[src/rtl/nsc_pkg.sv]
package nsc_pkg;
    localparam int CFG_W = 32;
    localparam int WS_LSB = 26;
    localparam int WS_W   = 4;
    localparam int WT_LSB = 20;
    localparam int WT_W   = 6;
    localparam int WH_LSB = 17;
    localparam int WH_W   = 3;
    localparam int RS_LSB = 13;
    localparam int RS_W   = 4;
    localparam int RT_LSB = 7;
    localparam int RT_W   = 6;
    localparam int RH_LSB = 4;
    localparam int RH_W   = 3;
    localparam int TA_LSB = 2;
    localparam int TA_W   = 2;
    localparam int CNT_W  = (WT_W > RT_W) ? WT_W : RT_W;

    typedef enum logic [1:0] {
        KIND_DATA = 2'b00,
        KIND_CMD  = 2'b01,
        KIND_ADDR = 2'b10,
        KIND_RSVD = 2'b11
    } kind_e;

    typedef enum logic [2:0] {
        ST_IDLE,
        ST_SETUP,
        ST_STROBE,
        ST_HOLD,
        ST_TURN
    } state_e;

    typedef struct packed {
        logic [CNT_W-1:0] setup;
        logic [CNT_W-1:0] strobe;
        logic [CNT_W-1:0] hold;
        logic [CNT_W-1:0] turn;
    } phase_t;
endpackage

[src/rtl/nsc_cfg_decode.sv]
module nsc_cfg_decode
    import nsc_pkg::*;
(
    input  logic [CFG_W-1:0] cfg,
    input  logic             is_write,
    output phase_t           ph
);
    logic unused_cfg_bits;
    assign unused_cfg_bits = ^{cfg[31:30], cfg[1:0]};

    always_comb begin
        if (is_write) begin
            ph.setup  = CNT_W'(cfg[WS_LSB +: WS_W]);
            ph.strobe = CNT_W'(cfg[WT_LSB +: WT_W]);
            ph.hold   = CNT_W'(cfg[WH_LSB +: WH_W]);
        end else begin
            ph.setup  = CNT_W'(cfg[RS_LSB +: RS_W]);
            ph.strobe = CNT_W'(cfg[RT_LSB +: RT_W]);
            ph.hold   = CNT_W'(cfg[RH_LSB +: RH_W]);
        end
        ph.turn = CNT_W'(cfg[TA_LSB +: TA_W]);
    end
endmodule

[src/rtl/nsc_phase_timer.sv]
module nsc_phase_timer #(
    parameter int W = 6
) (
    input  logic         clk,
    input  logic         rst_n,
    input  logic         load,
    input  logic [W-1:0] load_val,
    output logic         last
);
    logic [W-1:0] cnt_q;

    always_ff @(posedge clk or negedge rst_n) begin
        if (!rst_n)
            cnt_q <= '0;
        else if (load)
            cnt_q <= load_val;
        else if (cnt_q != '0)
            cnt_q <= cnt_q - 1'b1;
    end

    assign last = (cnt_q == '0);
endmodule

[src/rtl/nsc_sync.sv]
module nsc_sync #(
    parameter int STAGES = 2
) (
    input  logic clk,
    input  logic rst_n,
    input  logic d,
    output logic q
);
    logic [STAGES-1:0] pipe_q;

    for (genvar i = 0; i < STAGES; i++) begin : g_stage
        if (i == 0) begin : g_first
            always_ff @(posedge clk or negedge rst_n) begin
                if (!rst_n) pipe_q[0] <= 1'b0;
                else        pipe_q[0] <= d;
            end
        end else begin : g_rest
            always_ff @(posedge clk or negedge rst_n) begin
                if (!rst_n) pipe_q[i] <= 1'b0;
                else        pipe_q[i] <= pipe_q[i-1];
            end
        end
    end

    assign q = pipe_q[STAGES-1];
endmodule

[src/rtl/nand_strobe_ctrl.sv]
module nand_strobe_ctrl
    import nsc_pkg::*;
#(
    parameter int DATA_W      = 8,
    parameter int SYNC_STAGES = 2
) (
    input  logic              clk,
    input  logic              rst_n,
    input  logic [CFG_W-1:0]  cfg_word,
    input  logic              req,
    input  logic [1:0]        req_kind,
    input  logic              req_write,
    input  logic              req_nobus,
    input  logic [DATA_W-1:0] req_wdata,
    output logic              ack,
    output logic [DATA_W-1:0] rd_data,
    output logic              status_ready,
    output logic              nand_ce_n,
    output logic              nand_cle,
    output logic              nand_ale,
    output logic              nand_we_n,
    output logic              nand_re_n,
    output logic [DATA_W-1:0] nand_dq_out,
    output logic              nand_dq_oe,
    input  logic [DATA_W-1:0] nand_dq_in,
    input  logic              nand_rb_n
);
    state_e            state_q, state_d;
    phase_t            ph;
    logic              last, load;
    logic [CNT_W-1:0]  load_val;
    logic [CFG_W-1:0]  cfg_q, sel_cfg;
    logic              wr_q, sel_wr;
    logic              cle_q, ale_q, ack_q;
    logic [DATA_W-1:0] wdata_q, rdata_q;
    logic              accept;
    logic              ce_act, strobe_act;
    kind_e             kind_in;

    assign kind_in = kind_e'(req_kind);
    assign accept  = (state_q == ST_IDLE) && req;
    assign sel_cfg = (state_q == ST_IDLE) ? cfg_word  : cfg_q;
    assign sel_wr  = (state_q == ST_IDLE) ? req_write : wr_q;

    nsc_cfg_decode u_decode (
        .cfg      (sel_cfg),
        .is_write (sel_wr),
        .ph       (ph)
    );

    nsc_phase_timer #(.W(CNT_W)) u_timer (
        .clk      (clk),
        .rst_n    (rst_n),
        .load     (load),
        .load_val (load_val),
        .last     (last)
    );

    nsc_sync #(.STAGES(SYNC_STAGES)) u_rb_sync (
        .clk   (clk),
        .rst_n (rst_n),
        .d     (nand_rb_n),
        .q     (status_ready)
    );

    // Next-state logic
    always_comb begin
        state_d = state_q;
        unique case (state_q)
            ST_IDLE:   if (req) state_d = req_nobus ? ST_TURN : ST_SETUP;
            ST_SETUP:  if (last) state_d = ST_STROBE;
            ST_STROBE: if (last) state_d = ST_HOLD;
            ST_HOLD:   if (last) state_d = ST_TURN;
            ST_TURN:   if (last) state_d = ST_IDLE;
            default:   state_d = ST_IDLE;
        endcase
    end

    // Phase timer reload on every entry to a timed state
    assign load = (state_d != state_q) && (state_d != ST_IDLE);

    always_comb begin
        unique case (state_d)
            ST_SETUP:  load_val = ph.setup;
            ST_STROBE: load_val = ph.strobe;
            ST_HOLD:   load_val = ph.hold;
            ST_TURN:   load_val = ph.turn;
            default:   load_val = '0;
        endcase
    end

    // State register
    always_ff @(posedge clk or negedge rst_n) begin
        if (!rst_n) state_q <= ST_IDLE;
        else        state_q <= state_d;
    end

    // Request capture, latch lines, acknowledge, read capture
    always_ff @(posedge clk or negedge rst_n) begin
        if (!rst_n) begin
            cfg_q   <= '0;
            wr_q    <= 1'b0;
            wdata_q <= '0;
            cle_q   <= 1'b0;
            ale_q   <= 1'b0;
            ack_q   <= 1'b0;
            rdata_q <= '0;
        end else begin
            ack_q <= (state_q == ST_HOLD && last) || (accept && req_nobus);
            if (accept) begin
                cfg_q   <= cfg_word;
                wr_q    <= req_write && !req_nobus;
                wdata_q <= req_wdata;
                cle_q   <= (kind_in == KIND_CMD);
                ale_q   <= (kind_in == KIND_ADDR);
            end
            if (state_q == ST_STROBE && last && !wr_q)
                rdata_q <= nand_dq_in;
        end
    end

    // Output decode
    always_comb begin
        ce_act     = 1'b0;
        strobe_act = 1'b0;
        unique case (state_q)
            ST_SETUP:  ce_act = 1'b1;
            ST_STROBE: begin ce_act = 1'b1; strobe_act = 1'b1; end
            ST_HOLD:   ce_act = 1'b1;
            default:   ;
        endcase
    end

    assign nand_ce_n   = !ce_act;
    assign nand_we_n   = !(strobe_act && wr_q);
    assign nand_re_n   = !(strobe_act && !wr_q);
    assign nand_dq_oe  = ce_act && wr_q;
    assign nand_dq_out = wdata_q;
    assign nand_cle    = cle_q;
    assign nand_ale    = ale_q;
    assign ack         = ack_q;
    assign rd_data     = rdata_q;

    // Checks
    assert_one_strobe_R3: assert property (@(posedge clk) disable iff (!rst_n)
        !(!nand_we_n && !nand_re_n));
    assert_strobe_inside_ce_R4: assert property (@(posedge clk) disable iff (!rst_n)
        (!nand_we_n || !nand_re_n) |-> !nand_ce_n);
    assert_oe_only_write_R3: assert property (@(posedge clk) disable iff (!rst_n)
        nand_dq_oe |-> (!nand_ce_n && nand_re_n));
    assert_latch_exclusive_R6: assert property (@(posedge clk) disable iff (!rst_n)
        !(nand_cle && nand_ale));
    assert_latch_steady_R6: assert property (@(posedge clk) disable iff (!rst_n)
        (!nand_ce_n && !$past(nand_ce_n)) |-> ($stable(nand_cle) && $stable(nand_ale)));
    assert_ack_pulse_R8: assert property (@(posedge clk) disable iff (!rst_n)
        ack |=> !ack);
    assert_ack_after_hold_R8: assert property (@(posedge clk) disable iff (!rst_n)
        $rose(nand_ce_n) |-> ack);
endmodule

[config.mk]
export PLATFORM = sky130hd
export DESIGN_NAME = nand_strobe_ctrl
export DESIGN_NICKNAME = d
export VERILOG_FILES = /design/src/rtl/nsc_pkg.sv /design/src/rtl/nsc_cfg_decode.sv /design/src/rtl/nsc_phase_timer.sv /design/src/rtl/nsc_sync.sv /design/src/rtl/nand_strobe_ctrl.sv
export SDC_FILE = /design/constraint.sdc
export NUM_CORES = 1
export LEC_CHECK = 0
export CAP_MARGIN = 15
export CORE_ASPECT_RATIO = 0.8
export CORE_MARGIN = 3
export CORE_UTILIZATION = 50
export CTS_BUF_LIST = sky130_fd_sc_hd__clkbuf_4
export CTS_CLUSTER_DIAMETER = 120
export DETAILED_ROUTE_END_ITERATION = 7
export MAX_ROUTING_LAYER = met4
export PLACE_DENSITY_LB_ADDON = 0.25
export RECOVER_POWER = 50
export REMOVE_ABC_BUFFERS = 1
export SYNTH_ARGS = -nofsm -noshare
export SYNTH_HDL_FRONTEND = slang
export SYNTH_SLANG_ARGS = --single-unit
[constraint.sdc]
create_clock -name clk -period 2.65 [get_ports clk]
set_input_delay 0.6625 -clock clk [delete_from_list [all_inputs] [get_ports clk]]
set_output_delay 0.6625 -clock clk [all_outputs]
set_load 0.02 [all_outputs]
======== After elaboration in Yosys (flattened, before gate mapping) ========
Cells that the tools add are included.
Widths: inputs -> output; s select.
cells by class
  add/subtract/negate cells ............... 1
  equality and inequality tests ........... 11
  muxes and demuxes ....................... 15
  reductions and logical operators ........ 22
operator list
  cell                 count
  $mux 30              1
  $pmux 6 s4           1
  $mux 3               6
  $mux 16              1
  $pmux 3 s5           1
  $eq 3x2->1 const B   4
  $mux 6               2
  $logic_and 1x1->1    10
  $eq 3x1->1 const B   2
  $eq 3x3->1 const B   2
  $logic_not 6->1      1
  $reduce_bool 6->1    1
  $sub 6x1->6 const B  1
  $logic_not 1->1      5
  $logic_not 3->1      1
  $mux 1               3
  $ne 3x3->1           1
  $reduce_bool 3->1    1
  $reduce_or 3->1      1
  $eq 2x1->1 const B   1
  $eq 2x2->1 const B   1
  $reduce_bool 2->1    1
  $logic_or 1x1->1     1
word-level totals
  bits in registers ....................... 61
  input bits .............................. 56
  output and inout bits ................... 24

======== Logic depth before layout (Yosys ltp) ========
  depth after elaboration ................. 6
  gate-level depth with buffers ........... 8
  depth with buffers taken out ............ 7

======== Hierarchy ========
From an unflattened synthesis, not the netlist that was laid out.
second synthesis, totals
  cell total of the unflattened synthesis .. 369
  area total of the unflattened synthesis .. 3,623.5 um^2
modules (own cells, without submodules)
  module            times used  cells an instance  area each (um^2)  seq. area each (um^2)
  nand_strobe_ctrl  1           300                2,912.8           1,376.3
  nsc_phase_timer   1           41                 379.1             150.1
  nsc_cfg_decode    1           26                 281.5             0.0
  nsc_sync          1           2                  50.0              50.0

======== Worst setup path before layout ========
Ideal clock, no wire load.
  kind .................................... register to output
  start ................................... register state_q[1]
  end ..................................... output port nand_dq_oe
  data arrival time ....................... 1.272 ns
  required time ........................... 1.987 ns
  setup slack ............................. 0.715 ns
  stages on the path, launching flop included .. 5
  path buffers ............................ 1
  cell sequence ........................... dfrtp_1 -> buf_2 -> nor2_1 -> or2_2 -> nor2_1
between the ends
  cells in the longest elaborated chain, start to end .. 4
  elaborated cells on any way between the ends .. 6
ends and longest elaborated chain
  what                                      line                     source
  start, declared                           nand_strobe_ctrl.sv:28   state_e state_q, state_d;
  start signal, assigned                    nand_strobe_ctrl.sv:95   else state_q <= state_d;
  $eq 3x2->1 or $eq 3x1->1 (tied branches)  nand_strobe_ctrl.sv:126  unique case (state_q)
  $reduce_or 3->1 (no line) (*)             -
  $mux 1 (*)                                nand_strobe_ctrl.sv:126
  $logic_and 1x1->1 (*)                     nand_strobe_ctrl.sv:137  assign nand_dq_oe = ce_act && wr_q;
  end, declared                             nand_strobe_ctrl.sv:24   output logic nand_dq_oe,
Every way passes the cells marked *; elsewhere a longest branch is shown, timed or not.

======== Final worst setup path ========
  start ................................... register state_q[2]
  end ..................................... output port nand_re_n
between the ends
  cells in the longest elaborated chain, start to end .. 4
ends and longest elaborated chain
  what               line                     source
  $eq 3x2->1         nand_strobe_ctrl.sv:126
  $mux 1             nand_strobe_ctrl.sv:126
  $logic_and 1x1->1  nand_strobe_ctrl.sv:136  assign nand_re_n = !(strobe_act && !wr_q);
  $logic_not 1->1    nand_strobe_ctrl.sv:136
  end, declared      nand_strobe_ctrl.sv:22   output logic nand_re_n,
No other way between the ends.

==> impl_results.md <==
- Tcrit/Tclk final: 95.5%
- Vias in the first global route: 2512
- Clk_skew: 9.31 ps
- R2R depth: 6
- Pin count of the biggest net entering global routing: 38
- Asr flop ratio synth: 100%
- Clock transition at path regs: 100 ps
- Hold Path Class: reg -> reg
- Min-Delay Startpoint: u_rb_sync.pipe_q[0]
- Relative slew slack: 11.9%
- Area of the multi-input gates: 0.00132 sq mm
- # rows: 24
- H-tree depth: 3
- Top cells by count, synth: 123 x nand2_1, 59 x dfrtp_1, 15 x mux2i_1
- Seq cells post-synth: 59
- Max-slew violation count: 0
- Detail Route Antenna Nets: 0
- Share of post-route cells with drive strength above 1: 12.2%
- Worst Hold Endpoint: u_rb_sync.q
- Antenna Cells: 0
- Yosys top cell area share: 51.0%
- TritonRoute pass-1 iters: 4
- Fin. Hold Viols: 0
- Hold Crit Depth: 0
- Post-Synth XOR/XNOR Area: 0.908%
- Pleak: 1.82 nW
- Core Footprint: 0.00553 sq mm
- Sum Neg Setup Slack: 0 ps
- Initial antenna violation count: 0
- Compound-Gate Fraction of Synth Area: 8.34%
- Max Freq: 0.395 GHz
- Residual DRC: 0
- Synthesized instance count: 316
- Worst-path maximum fanout: 5
- GRT overflow: 0
- RR Startpoint: state_q[1]
- Simple-Gate Fraction of Synth Area: 26.4%
- Post-synth top flop: dfrtp_1
- Crit Path Class: reg -> out
- Area delta synth->final: 34.0%
- GRT Resource Usage Total: 23.9%
- Worst Setup End Kind: output pin
- Setup bufs post-CTS: 0
- Most numerous cell in the Yosys netlist: nand2_1
- Final instance area: 0.00388 sq mm
- WL final: 7160 um
- Period minus WS final: 2530 ps
- CTS Sinks: 59
- Clock Path Buffers: 2
- Synth area leader: dfrtp_1
- Via count: 2473
- Register area share after synthesis: 51.0%
- Die ar.: 0.00674 sq mm
- Die Ht: 74.0 um
- FF+latch area: 0.00148 sq mm
- R2r setup slk: 190 ps
- Hold buffers post-CTS: 0
- Yosys warnings: 0
- Port bufs: 75
- Hpwl dp: 5210 um
- Synth Area per Inst: 9.16 sq um
- Ranking of synthesized cells by area: dfrtp_1 51%, nand2_1 16%, mux2i_1 5.2%
- Synth unique cells: 49
- Status: complete, no violations
- Final GP Congestion: 0.915
- Iter 0 DRT Violations: 148
- Synthesized area: 0.00289 sq mm
- Crit path required time: 1990 ps
- Total CTS buffers: 9
- Max Cap Viol: 0
- Post-synth EDFFs: 0
- Chip width: 91.1 um
- CP startpoint kind: flop
- Clk_lat worst skew: 420 ps
- Io pins: 80
- Post-synthesis mux area share: 9.47%
- First-pass GRT wire length: 12000 um
- Final net count: 455
- Worst-Margin Slew: 1320 ps
- Final setup violation count: 0
- Avg Vias per Cell: 5.15
- Reg2Reg Capture Point: cfg_q[9]
- Layout fillers: 461
- Total design power: 4.15 mW
- Dpl cell area: 0.00376 sq mm
- RSZ-0062 raised after global routing: no
- Post-synthesis adder-cell area fraction: 0.432%
- WL/cell: 14.9 um
- Maximum vdd drop: 0.618 mV
- CTS root buffer: clkbuf_4
- CTS tree: built
- WP data arrival: 1870 ps
- Initial Util: 52.4%
- PD cells: 1070 mW/mm^2
- Largest family of logic cells by synthesized area: simple AND/OR/NAND/NOR gates
[kinds of logic (layout without fill, tap and decap cells)]
logic type | count (synthesis) | in the layout
mux | 26 | 26
simple gates | 170 | 170
buf+inv | 21 | 107
xor+xnor | 3 | 3
flops | 59 | 59
compound gates | 36 | 36
fa+ha+maj | 1 | 1
[worst max-delay path, stage by stage, from the launching register on]
cell and delay (ps):
dfrtp_1 450, nand2b_1 230, nor2_4 160, nand2_1 70, clkdlybuf4s50_1 530
[state kept, by name (all words and copies together), names as in the netlist]
name              cells
u_timer.cnt_q         6
nand_cle              1
cfg_q                28
u_rb_sync.q           1
wr_q                  1
u_rb_sync.pipe_q      1
rd_data               8
nand_ale              1
nand_dq_out           8
state_q               3
ack                   1
[cell type report]
type                    instances  share of cell area [%]
repair buffers                 88                    21.5
well taps                      78                    2.52
flip-flops and latches         59                    38.1
clock buffers                  10                    1.94
clock inverters                 5                    1.42
multi-input cells             236                    34.1
inverters                       4                   0.387
[layout by cell type (no fill, tap or decap), types with 5 or more instances in the layout]
master,Yosys,final
nand2_1,123,123
mux2i_1,15,15
mux2_2,11,11
clkbuf_4,0,10
clkdlybuf4s50_1,0,72
a211oi_1,5,5
buf_4,0,10
nor3_1,4,5
nor2_1,12,10
nor2b_1,7,7
a21oi_1,12,12
dfrtp_1,59,59
[through the flow]
| stage | worst slack (ps) | util, % | hold slack (ps) | std cells |
|---|---|---|---|---|
| after CTS | 27.7 | 70.5 | 241 | 480 |
| after floorplan | 128 | - | 331 | 299 |
| after global placement | 341 | 68.1 | 335 | 465 |
| final | 119 | 70.2 | 359 | 480 |
| after global routing | 10.1 | 70.2 | 381 | 480 |
| after detailed placement | 266 | 68.1 | 338 | 465 |
[metal layers]
layer  up-vias  part of all wire (%)  GRT usage, %
met4         0                   1.3          9.03
met2        55                    47          36.7
met5         -                     0             -
met1      1193                    47          30.5
met3         8                   4.6          6.67
li1       1217                     -             -
[where the power goes]
| part | total (mW) | internal [mW] | leakage, nW | switching [mW] |
|---|---|---|---|---|
| registers | 1.53 | 1.29 | 0.728 | 0.247 |
| clock network | 0.633 | 0.289 | 0.0683 | 0.343 |
| logic | 1.98 | 0.894 | 1.02 | 1.09 |
| total | 4.15 | 2.47 | 1.82 | 1.68 |
[worst max path at each step]
stage	start	to	depth (start not counted)	slack [ps]
final	state_q[2]	nand_re_n	4	120
after global routing	state_q[1]	u_timer.cnt_q[2]	7	10
after detailed placement	req	u_timer.cnt_q[2]	6	270
after CTS	state_q[1]	nand_dq_oe	4	30
after global placement	req	u_timer.cnt_q[1]	6	340
after floorplan	state_q[1]	wr_q	3	130
[what timing repair did]
item,4_1_cts,5_1_grt
endpoints found under the setup margin,2,4
resized for setup,1,3
hold endpoints to repair,0,0
Note: power is estimated with default switching activity, not from simulation.
